==> src/rtl/trap_pkg.sv <==
package trap_pkg;
  localparam int CAUSE_W = 5;

  typedef enum logic [1:0] {
    PRIV_USER  = 2'd0,
    PRIV_SUPER = 2'd1,
    PRIV_RSVD  = 2'd2,
    PRIV_MACH  = 2'd3
  } privT;

  // Codes for the environment call, by issuing mode
  localparam logic [CAUSE_W-1:0] ECALL_FROM_U = 5'd8;
  localparam logic [CAUSE_W-1:0] ECALL_FROM_S = 5'd9;
  localparam logic [CAUSE_W-1:0] ECALL_FROM_M = 5'd11;

  // Exception codes that carry an address: misaligned, access and page faults
  localparam logic [31:0] ADDR_FAULT_MASK = 32'h0000_B0F3;

  // Index of each mode's register bank
  localparam int BANK_S = 0;
  localparam int BANK_M = 1;
  localparam int BANKS  = 2;

  typedef struct packed {
    logic                commitS;
    logic                commitM;
    logic                isIrq;
    logic                keepAddr;
    logic [CAUSE_W-1:0]  cause;
  } trapStrobeT;
endpackage

==> src/rtl/trap_ctrl.sv <==
module trap_ctrl
  import trap_pkg::*;
#(
  parameter int XLEN = 32
) (
  input  logic               trapValid,
  input  logic               trapIsIrq,
  input  logic [CAUSE_W-1:0] trapCause,
  input  logic [1:0]         curPriv,
  input  logic [XLEN-1:0]    midelegIn,
  input  logic [XLEN-1:0]    medelegIn,
  output trapStrobeT         strobe
);
  logic [CAUSE_W-1:0] finalCause;
  logic               delegBit;
  logic               lowPriv;
  logic               toSuper;

  // Environment calls are renamed by the mode that issued them
  always_comb begin
    finalCause = trapCause;
    if (!trapIsIrq && trapCause == ECALL_FROM_U) begin
      unique case (curPriv)
        PRIV_USER:  finalCause = ECALL_FROM_U;
        PRIV_SUPER: finalCause = ECALL_FROM_S;
        default:    finalCause = ECALL_FROM_M;
      endcase
    end
  end

  assign delegBit = trapIsIrq ? midelegIn[finalCause] : medelegIn[finalCause];
  assign lowPriv  = (curPriv == PRIV_USER) || (curPriv == PRIV_SUPER);
  assign toSuper  = lowPriv && delegBit;

  always_comb begin
    strobe.commitS  = trapValid && toSuper;
    strobe.commitM  = trapValid && !toSuper;
    strobe.isIrq    = trapIsIrq;
    strobe.keepAddr = !trapIsIrq && ADDR_FAULT_MASK[finalCause];
    strobe.cause    = finalCause;
  end
endmodule

==> src/rtl/trap_datapath.sv <==
module trap_datapath
  import trap_pkg::*;
#(
  parameter int XLEN = 32
) (
  input  logic            clk,
  input  logic            rstN,
  input  trapStrobeT      strobe,
  input  logic [XLEN-1:0] trapPc,
  input  logic [XLEN-1:0] trapAddr,
  input  logic [1:0]      curPriv,
  input  logic            curMie,
  input  logic            curSie,
  input  logic [XLEN-1:0] mtvecIn,
  input  logic [XLEN-1:0] stvecIn,
  output logic            takenOut,
  output logic [1:0]      privOut,
  output logic [XLEN-1:0] nextPcOut,
  output logic [XLEN-1:0] causeBank [BANKS],
  output logic [XLEN-1:0] epcBank   [BANKS],
  output logic [XLEN-1:0] tvalBank  [BANKS],
  output logic            mieOut,
  output logic            mpieOut,
  output logic [1:0]      mppOut,
  output logic            sieOut,
  output logic            spieOut,
  output logic            sppOut
);
  localparam int PAD_CAUSE  = XLEN - 1 - CAUSE_W;
  localparam int PAD_OFFSET = XLEN - CAUSE_W - 2;

  logic [XLEN-1:0] selVec;
  logic [XLEN-1:0] vecBase;
  logic [XLEN-1:0] vecOffset;
  logic [XLEN-1:0] causeWord;
  logic [XLEN-1:0] tvalWord;
  logic            anyCommit;

  assign anyCommit = strobe.commitS || strobe.commitM;
  assign selVec    = strobe.commitS ? stvecIn : mtvecIn;
  assign vecBase   = {selVec[XLEN-1:2], 2'b00};
  assign vecOffset = (strobe.isIrq && selVec[1:0] == 2'b01)
                     ? {{PAD_OFFSET{1'b0}}, strobe.cause, 2'b00}
                     : '0;
  assign causeWord = {strobe.isIrq, {PAD_CAUSE{1'b0}}, strobe.cause};
  assign tvalWord  = strobe.keepAddr ? trapAddr : '0;

  // One bank per handling mode
  for (genvar b = 0; b < BANKS; b++) begin : g_bank
    logic bankCommit;
    assign bankCommit = (b == BANK_M) ? strobe.commitM : strobe.commitS;
    always_ff @(posedge clk or negedge rstN) begin
      if (!rstN) begin
        causeBank[b] <= '0;
        epcBank[b]   <= '0;
        tvalBank[b]  <= '0;
      end else if (bankCommit) begin
        causeBank[b] <= causeWord;
        epcBank[b]   <= trapPc;
        tvalBank[b]  <= tvalWord;
      end
    end
  end

  always_ff @(posedge clk or negedge rstN) begin
    if (!rstN) begin
      takenOut  <= 1'b0;
      privOut   <= PRIV_MACH;
      nextPcOut <= '0;
    end else begin
      takenOut <= anyCommit;
      if (anyCommit) begin
        privOut   <= strobe.commitS ? PRIV_SUPER : PRIV_MACH;
        nextPcOut <= vecBase + vecOffset;
      end
    end
  end

  always_ff @(posedge clk or negedge rstN) begin
    if (!rstN) begin
      mieOut  <= 1'b0;
      mpieOut <= 1'b0;
      mppOut  <= 2'b00;
    end else if (strobe.commitM) begin
      mpieOut <= curMie;
      mieOut  <= 1'b0;
      mppOut  <= curPriv;
    end
  end

  always_ff @(posedge clk or negedge rstN) begin
    if (!rstN) begin
      sieOut  <= 1'b0;
      spieOut <= 1'b0;
      sppOut  <= 1'b0;
    end else if (strobe.commitS) begin
      spieOut <= curSie;
      sieOut  <= 1'b0;
      sppOut  <= curPriv[0];
    end
  end
endmodule

==> src/rtl/trap_entry_unit.sv <==
module trap_entry_unit
  import trap_pkg::*;
#(
  parameter int XLEN = 32
) (
  input  logic               clk,
  input  logic               rstN,
  input  logic               trapValid,
  input  logic               trapIsIrq,
  input  logic [CAUSE_W-1:0] trapCause,
  input  logic [XLEN-1:0]    trapPc,
  input  logic [XLEN-1:0]    trapAddr,
  input  logic [1:0]         curPriv,
  input  logic               curMie,
  input  logic               curSie,
  input  logic [XLEN-1:0]    midelegIn,
  input  logic [XLEN-1:0]    medelegIn,
  input  logic [XLEN-1:0]    mtvecIn,
  input  logic [XLEN-1:0]    stvecIn,
  output logic               takenOut,
  output logic [1:0]         privOut,
  output logic [XLEN-1:0]    nextPcOut,
  output logic [XLEN-1:0]    mcauseOut,
  output logic [XLEN-1:0]    mepcOut,
  output logic [XLEN-1:0]    mtvalOut,
  output logic [XLEN-1:0]    scauseOut,
  output logic [XLEN-1:0]    sepcOut,
  output logic [XLEN-1:0]    stvalOut,
  output logic               mieOut,
  output logic               mpieOut,
  output logic [1:0]         mppOut,
  output logic               sieOut,
  output logic               spieOut,
  output logic               sppOut
);
  trapStrobeT      strobe;
  logic [XLEN-1:0] causeBank [BANKS];
  logic [XLEN-1:0] epcBank   [BANKS];
  logic [XLEN-1:0] tvalBank  [BANKS];

  trap_ctrl #(.XLEN(XLEN)) u_ctrl (
    .trapValid (trapValid),
    .trapIsIrq (trapIsIrq),
    .trapCause (trapCause),
    .curPriv   (curPriv),
    .midelegIn (midelegIn),
    .medelegIn (medelegIn),
    .strobe    (strobe)
  );

  trap_datapath #(.XLEN(XLEN)) u_dp (
    .clk       (clk),
    .rstN      (rstN),
    .strobe    (strobe),
    .trapPc    (trapPc),
    .trapAddr  (trapAddr),
    .curPriv   (curPriv),
    .curMie    (curMie),
    .curSie    (curSie),
    .mtvecIn   (mtvecIn),
    .stvecIn   (stvecIn),
    .takenOut  (takenOut),
    .privOut   (privOut),
    .nextPcOut (nextPcOut),
    .causeBank (causeBank),
    .epcBank   (epcBank),
    .tvalBank  (tvalBank),
    .mieOut    (mieOut),
    .mpieOut   (mpieOut),
    .mppOut    (mppOut),
    .sieOut    (sieOut),
    .spieOut   (spieOut),
    .sppOut    (sppOut)
  );

  assign mcauseOut = causeBank[BANK_M];
  assign mepcOut   = epcBank[BANK_M];
  assign mtvalOut  = tvalBank[BANK_M];
  assign scauseOut = causeBank[BANK_S];
  assign sepcOut   = epcBank[BANK_S];
  assign stvalOut  = tvalBank[BANK_S];
endmodule

==> config.mk <==
export PLATFORM = sky130hd
export DESIGN_NAME = trap_entry_unit
export DESIGN_NICKNAME = d
export VERILOG_FILES = /design/src/rtl/trap_pkg.sv /design/src/rtl/trap_ctrl.sv /design/src/rtl/trap_datapath.sv /design/src/rtl/trap_entry_unit.sv
export SDC_FILE = /design/constraint.sdc
export NUM_CORES = 1
export LEC_CHECK = 0
export CELL_PAD_IN_SITES_DETAIL_PLACEMENT = 0
export CELL_PAD_IN_SITES_GLOBAL_PLACEMENT = 1
export CORE_AREA = 2 2 173 175
export CTS_CLUSTER_SIZE = 10
export DETAILED_ROUTE_END_ITERATION = 16
export DIE_AREA = 0 0 175 177
export DONT_BUFFER_PORTS = 1
export GPL_TIMING_DRIVEN = 0
export PLACE_DENSITY_LB_ADDON = 0.08
export SLEW_MARGIN = 20
export SYNTH_ARGS = -nofsm -noshare
export SYNTH_HDL_FRONTEND = slang
export SYNTH_SLANG_ARGS = --single-unit
==> constraint.sdc <==
create_clock -name clk -period 2.5 [get_ports clk]
set_clock_uncertainty 0.15 [all_clocks]
set_input_delay 0.125 -clock clk [delete_from_list [all_inputs] [get_ports clk]]
set_output_delay 0.125 -clock clk [all_outputs]
set_load 0.05 [all_outputs]
Word level (Yosys, flattened, before mapping) --
Memory sizes are Yosys's and may differ from the RTL's. Cells that the tools add are included.
Word-level totals: bits in registers 180, bits in read-only memories 32, bits of input ports 205, output and inout port bits 234, memories kept 1
Operators by class: $add $sub $neg 1, order comparisons 1, eq/ne operators 3, muxes and demuxes 12, reductions and logical operators 11
Memories:
- (no name shown) | depth 32, bits a word 1, rd ports 1, clocked after memory_dff 0, write ports 0, line trap_ctrl.sv:39 | strobe.keepAddr = !trapIsIrq && ADDR_FAULT_MASK[finalCause];
Operators with widths (number):
- $mux 32 | 2
- $add 32x32->32 | 1
- $bmux 1 s5 | 2
- $mux 7 | 1
- $logic_and 1x1->1 | 6
- $lt 5x6->1 const B | 1
- $eq 5x4->1 const B | 1
- $mux 5 | 1
- $eq 2x1->1 const B | 2
- $mux 1 | 4
- $pmux 2 s2 | 1
- $logic_not 1->1 | 2
- $logic_not 2->1 | 1
- $logic_or 1x1->1 | 2
- $mux 2 | 1

Longest topological paths before layout --
word-level depth 13, depth in mapped cells 28, mapped depth without buffers 21

Hierarchy --
From an unflattened synthesis, not the netlist that was laid out.
Second synthesis, totals: cells, all modules 949, area total of the unflattened synthesis 9754.4 um^2
Modules (own cells, without submodules):
- trap_datapath | times used 1, cells an instance 787, area each 8582.0 um^2, sequential area each 4430.5 um^2
- trap_ctrl | times used 1, cells an instance 162, area each 1172.4 um^2, sequential area each 0.0 um^2

Worst setup path before layout --
OpenSTA, ideal clock, no wires.
path kind input port to flip-flop, start input port trapCause[4], end register u_dp.nextPcOut[10], library setup time 125 ps, arrival time 4739 ps, setup slack -2514 ps, stages on the path 25, cell sequence buf_2 or4b_1 nand2_1 a221oi_1 a311oi_1 a32oi_1 a2111oi_2 buf_6 buf_12 nand3b_1 a21oi_1 and2_1 ha_1 inv_1 fa_1 inv_1 a21oi_1 o21bai_1 a21o_1 clkbuf_1 buf_1 nand2_1 mux2i_1 xnor2_1 mux2_2
Between the ends: cells in the longest elaborated chain, start to end 13, elaborated cells between the ends (all ways) 18
RTL lines:
- start: declaration | line trap_entry_unit.sv:10 | input logic [CAUSE_W-1:0] trapCause,
- $eq 5x4->1 | line trap_ctrl.sv:22 | if (!trapIsIrq && trapCause == ECALL_FROM_U) begin
- $logic_and 1x1->1 | line trap_ctrl.sv:22
- $mux 5 * | line trap_ctrl.sv:22
- $bmux 1 s5 | line trap_ctrl.sv:31 | assign delegBit = trapIsIrq ? midelegIn[finalCause] : medelegIn[finalCause];
- $mux 1 (not written as such) | line trap_ctrl.sv:31
- $mux 1 | line trap_ctrl.sv:31
- $logic_and 1x1->1 | line trap_ctrl.sv:33 | assign toSuper = lowPriv && delegBit;
- $logic_and 1x1->1 | line trap_ctrl.sv:36 | strobe.commitS = trapValid && toSuper;
- $mux 32 | line trap_datapath.sv:40 | assign selVec = strobe.commitS ? stvecIn : mtvecIn;
- $eq 2x1->1 | line trap_datapath.sv:42 | assign vecOffset = (strobe.isIrq && selVec[1:0] == 2'b01)
- $logic_and 1x1->1 | line trap_datapath.sv:42
- $mux 7 | line trap_datapath.sv:43 | ? {{PAD_OFFSET{1'b0}}, strobe.cause, 2'b00}
- $add 32x32->32 | line trap_datapath.sv:74 | nextPcOut <= vecBase + vecOffset;
- end signal: assignment | line trap_datapath.sv:74
- end: declaration | line trap_datapath.sv:18 | output logic [XLEN-1:0] nextPcOut,
Every way passes the cells marked *; elsewhere a longest branch is shown, timed or not. The select of a mux whose other input is x is not followed. A chain may end at the register's enable or synchronous reset.

Worst setup path after layout --
start input port trapCause[2], end register u_dp.nextPcOut[24]
The elaborated chain is that of the path after synthesis.

==> results.json <==
{
  "worst_slack_ps": -1730,
  "clkLatencyLatePin_ps": 430,
  "p_leak_nw": 6.56,
  "period_needed_ps": 4230,
  "synth_edf_count": 0,
  "antenna_found_initial": 2,
  "report.final.hold_viol_count": 179,
  "syn_area_um2": 9590,
  "ys.flop_type": "dfrtp_1",
  "gr-usage-all-layers_pct": 23.6,
  "clkTransAtPathRegs_ps": 80,
  "yosys-top-cells-area": "dfrtp_1 (46%), mux2_2 (10%), nand2_1 (6.0%)",
  "yosys-top-cells-count": "dfrtp_1 (176), nand2_1 (154), mux2_2 (85)",
  "clock_sinks": 177,
  "fp.dieH_um": 177,
  "ioPinCount": 439,
  "fmax_ghz": 0.236,
  "clock_path_buffers": 2,
  "yosysWarnings": 0,
  "finalSetupViolations": 157,
  "violations": "hold timing, setup timing",
  "root_buffer": "clkbuf_16",
  "synth_top_area_share_pct": 45.9,
  "path_max_fanout": 7,
  "start_util_pct": 32.8,
  "die_x_um": 175,
  "maxCapViolations": 0,
  "gr-total-overflow": 0,
  "ys_seq_elements": 177,
  "vias": 8421,
  "yosysMostFrequentCell": "dfrtp_1",
  "firstDrtPassIters": 5,
  "slew_violations": 0,
  "finalPower_mw": 10.6,
  "tightest_slew_ps": 753,
  "pre_cts_ws_ps": -2940,
  "avgViaCountPerCell": 5.12,
  "critical_path_required_ps": 2670,
  "grt_max_degree": 178,
  "cts_inserted_buffers": 17,
  "crit_path_start_kind": "input pin",
  "min_path_type": "input pin to async pin",
  "ctsHtreeMaxLevel": 4,
  "synthArstFlopShare_pct": 100,
  "pwr_density_cell_nw_per_um2": 721,
  "drive_above_1_share_pct": 38.5,
  "holdWs_ps": -767,
  "peakVddDrop_v": 0.000468,
  "io_buffer_count": 0,
  "final_nets": 1450,
  "period_share_pct": 169,
  "yosysSeqAreaShare_pct": 46.2,
  "ys_types": 72,
  "cts_tree": "built",
  "gp_congestion": 0.828,
  "grt_pass1_vias": 8621,
  "dp_hpwl_um": 25700,
  "rows": 63,
  "slew-limit-headroom_pct": 49.8,
  "syn_area_per_cell_um2": 9.95,
  "cp.arrival_ps": 4410,
  "dieArea_um2": 31000,
  "yosys.area.top_type": "dfrtp_1",
  "wl_per_cell_um": 23.1,
  "tns_ps": -64350,
  "synthCells": 964,
  "critPathKind": "input pin to flop",
  "rsz0062_at_grt": "true",
  "cp-end-kind": "flop",
  "fillers": 2686,
  "core_um2": 29200,
  "outcome": "finished, violations left",
  "syn_to_final_growth_pct": 53.1,
  "grt_pass1_wl_um": 55000,
  "drc": 0,
  "drtIter0Drc": 419,
  "ant_nets": 0,
  "wl_um": 37900
}
-- per-layer routing --
metal,vias up,wire length [µm],GRT usage (%)
met4,2,749,7.33
met1,4173,15500,29.0
met5,-,13,0
li1,3875,-,-
met2,326,18400,39.5
met3,45,3240,7.65
-- layout make-up --
type / instances / area, µm² / area share, %
Clock buffer: 18 / 439 / 2.99
Timing Repair Buffer: 205 / 2280 / 15.6
Sequential cell: 177 / 4430 / 30.2
Clock inverter: 14 / 141 / 0.963
Antenna cell: 2 / 5.00 / 0.0341
Inverter: 27 / 101 / 0.690
Tap cell: 390 / 488 / 3.32
Buffer: 118 / 1140 / 7.78
Multi-Input combinational cell: 693 / 5650 / 38.5
-- worst max-delay path, cell delays in order --
cell and delay, ps:
buf_12 110, nor3b_4 210, buf_6 150, a31o_4 220
nand2_4 70, a221oi_4 370, a41oi_4 210, a2111o_1 460
buf_12 160, buf_12 130, mux2_4 330, ha_4 170
inv_2 40, fa_2 190, inv_2 40, a21oi_2 140
o21bai_2 90, a21o_1 190, buf_8 140, buf_4 130
buf_12 120, nand3_1 50, mux2i_1 90, and4_1 190
a211o_1 260
-- registers in the layout, summed over array words and instances (netlist names) --
register,flops
u_dp.sppOut,1
u_dp.spieOut,1
u_dp.nextPcOut,30
u_dp.epcBank,64
u_dp.takenOut,1
u_dp.causeBank,12
u_dp.mpieOut,1
u_dp.tvalBank,64
u_dp.mppOut,2
u_dp.privOut,1
-- report_power, final --
| part | total [mW] | internal [mW] | switching (mW) |
|---|---|---|---|
| Sequential | 5.53 | 3.31 | 2.22 |
| Clock | 2.68 | 1.35 | 1.32 |
| Combinational | 2.38 | 1.26 | 1.12 |
-- metrics by stage --
stage / std cells / utilization (%) / area [µm²] / hold WS (ps)
6_report: 1644 / 50.2 / 14700 / -767
5_1_grt: 1643 / 50.2 / 14700 / -794
4_1_cts: 1620 / 47.5 / 13900 / -788
3_5_place_dp: 1409 / 36.8 / 10800 / -316
3_3_place_gp: 1409 / 36.8 / 10800 / -317
2_1_floorplan: 1019 / - / 10300 / -321
-- timing repair --
| action | in CTS | in global routing |
|---|---|---|
| gates resized for setup | 166 | 147 |
| pin swaps | 59 | 37 |
| hold buffers | 119 | 3 |
| cloned | 12 | 8 |
| setup buffers | 51 | 18 |
| hold endpoints to repair | 343 | 181 |
| endpoints found under the setup margin | 175 | 175 |
-- kinds of logic (layout without fill, tap and decap cells) --
logic type,after synthesis,after routing,share of synthesized area [%]
simple gates,299,299,15.3
compound gates,199,199,14.1
flops,177,177,46.2
buf+inv,149,382,8.90
mux,114,114,13.0
xor+xnor,18,18,1.64
fa+ha+maj,6,6,0.861
other cells,2,59,0.0783
-- placed cells by master (no fill, tap or decap), drive strengths merged, types with 6 or more instances in the layout --
cell         netlist  layout
a2111o             6       6
a211oi             8       8
a21o               6       6
a21oi             26      26
a31oi              8       8
and2              10      10
and3              14      14
buf               92     171
clkbuf            30      48
clkinv             0       8
conb               2      57
dfrtp            176     176
dlygate4sd3        0     122
inv               27      33
mux2              85      85
mux2i             29      29
nand2            154     154
nand2b            13      13
nand3             31      31
nand3b             6       6
nand4             20      20
nor2              15      15
nor2b             14      14
nor3               7       7
o211ai            11      11
o21ai             85      85
xnor2             11      11
xor2               7       7
-- final timing paths --
path	startpoint	endpoint	slack [ps]	cells past startpoint
worst max-delay path	trapCause[2]	u_dp.nextPcOut[24]	-1730	25
worst min-delay path	rstN	u_dp.epcBank[10]	-770	0
worst max register to register	u_dp.nextPcOut[15]	u_dp.nextPcOut[15]	1020	2
worst min register to register	u_dp.privOut[1]	u_dp.privOut[1]	470	2
max in group asynchronous	rstN	u_dp.causeBank[34]	2730	0
min in group clk	mtvecIn[16]	u_dp.nextPcOut[18]	-30	4
Note: power is estimated with default switching activity, not from simulation.
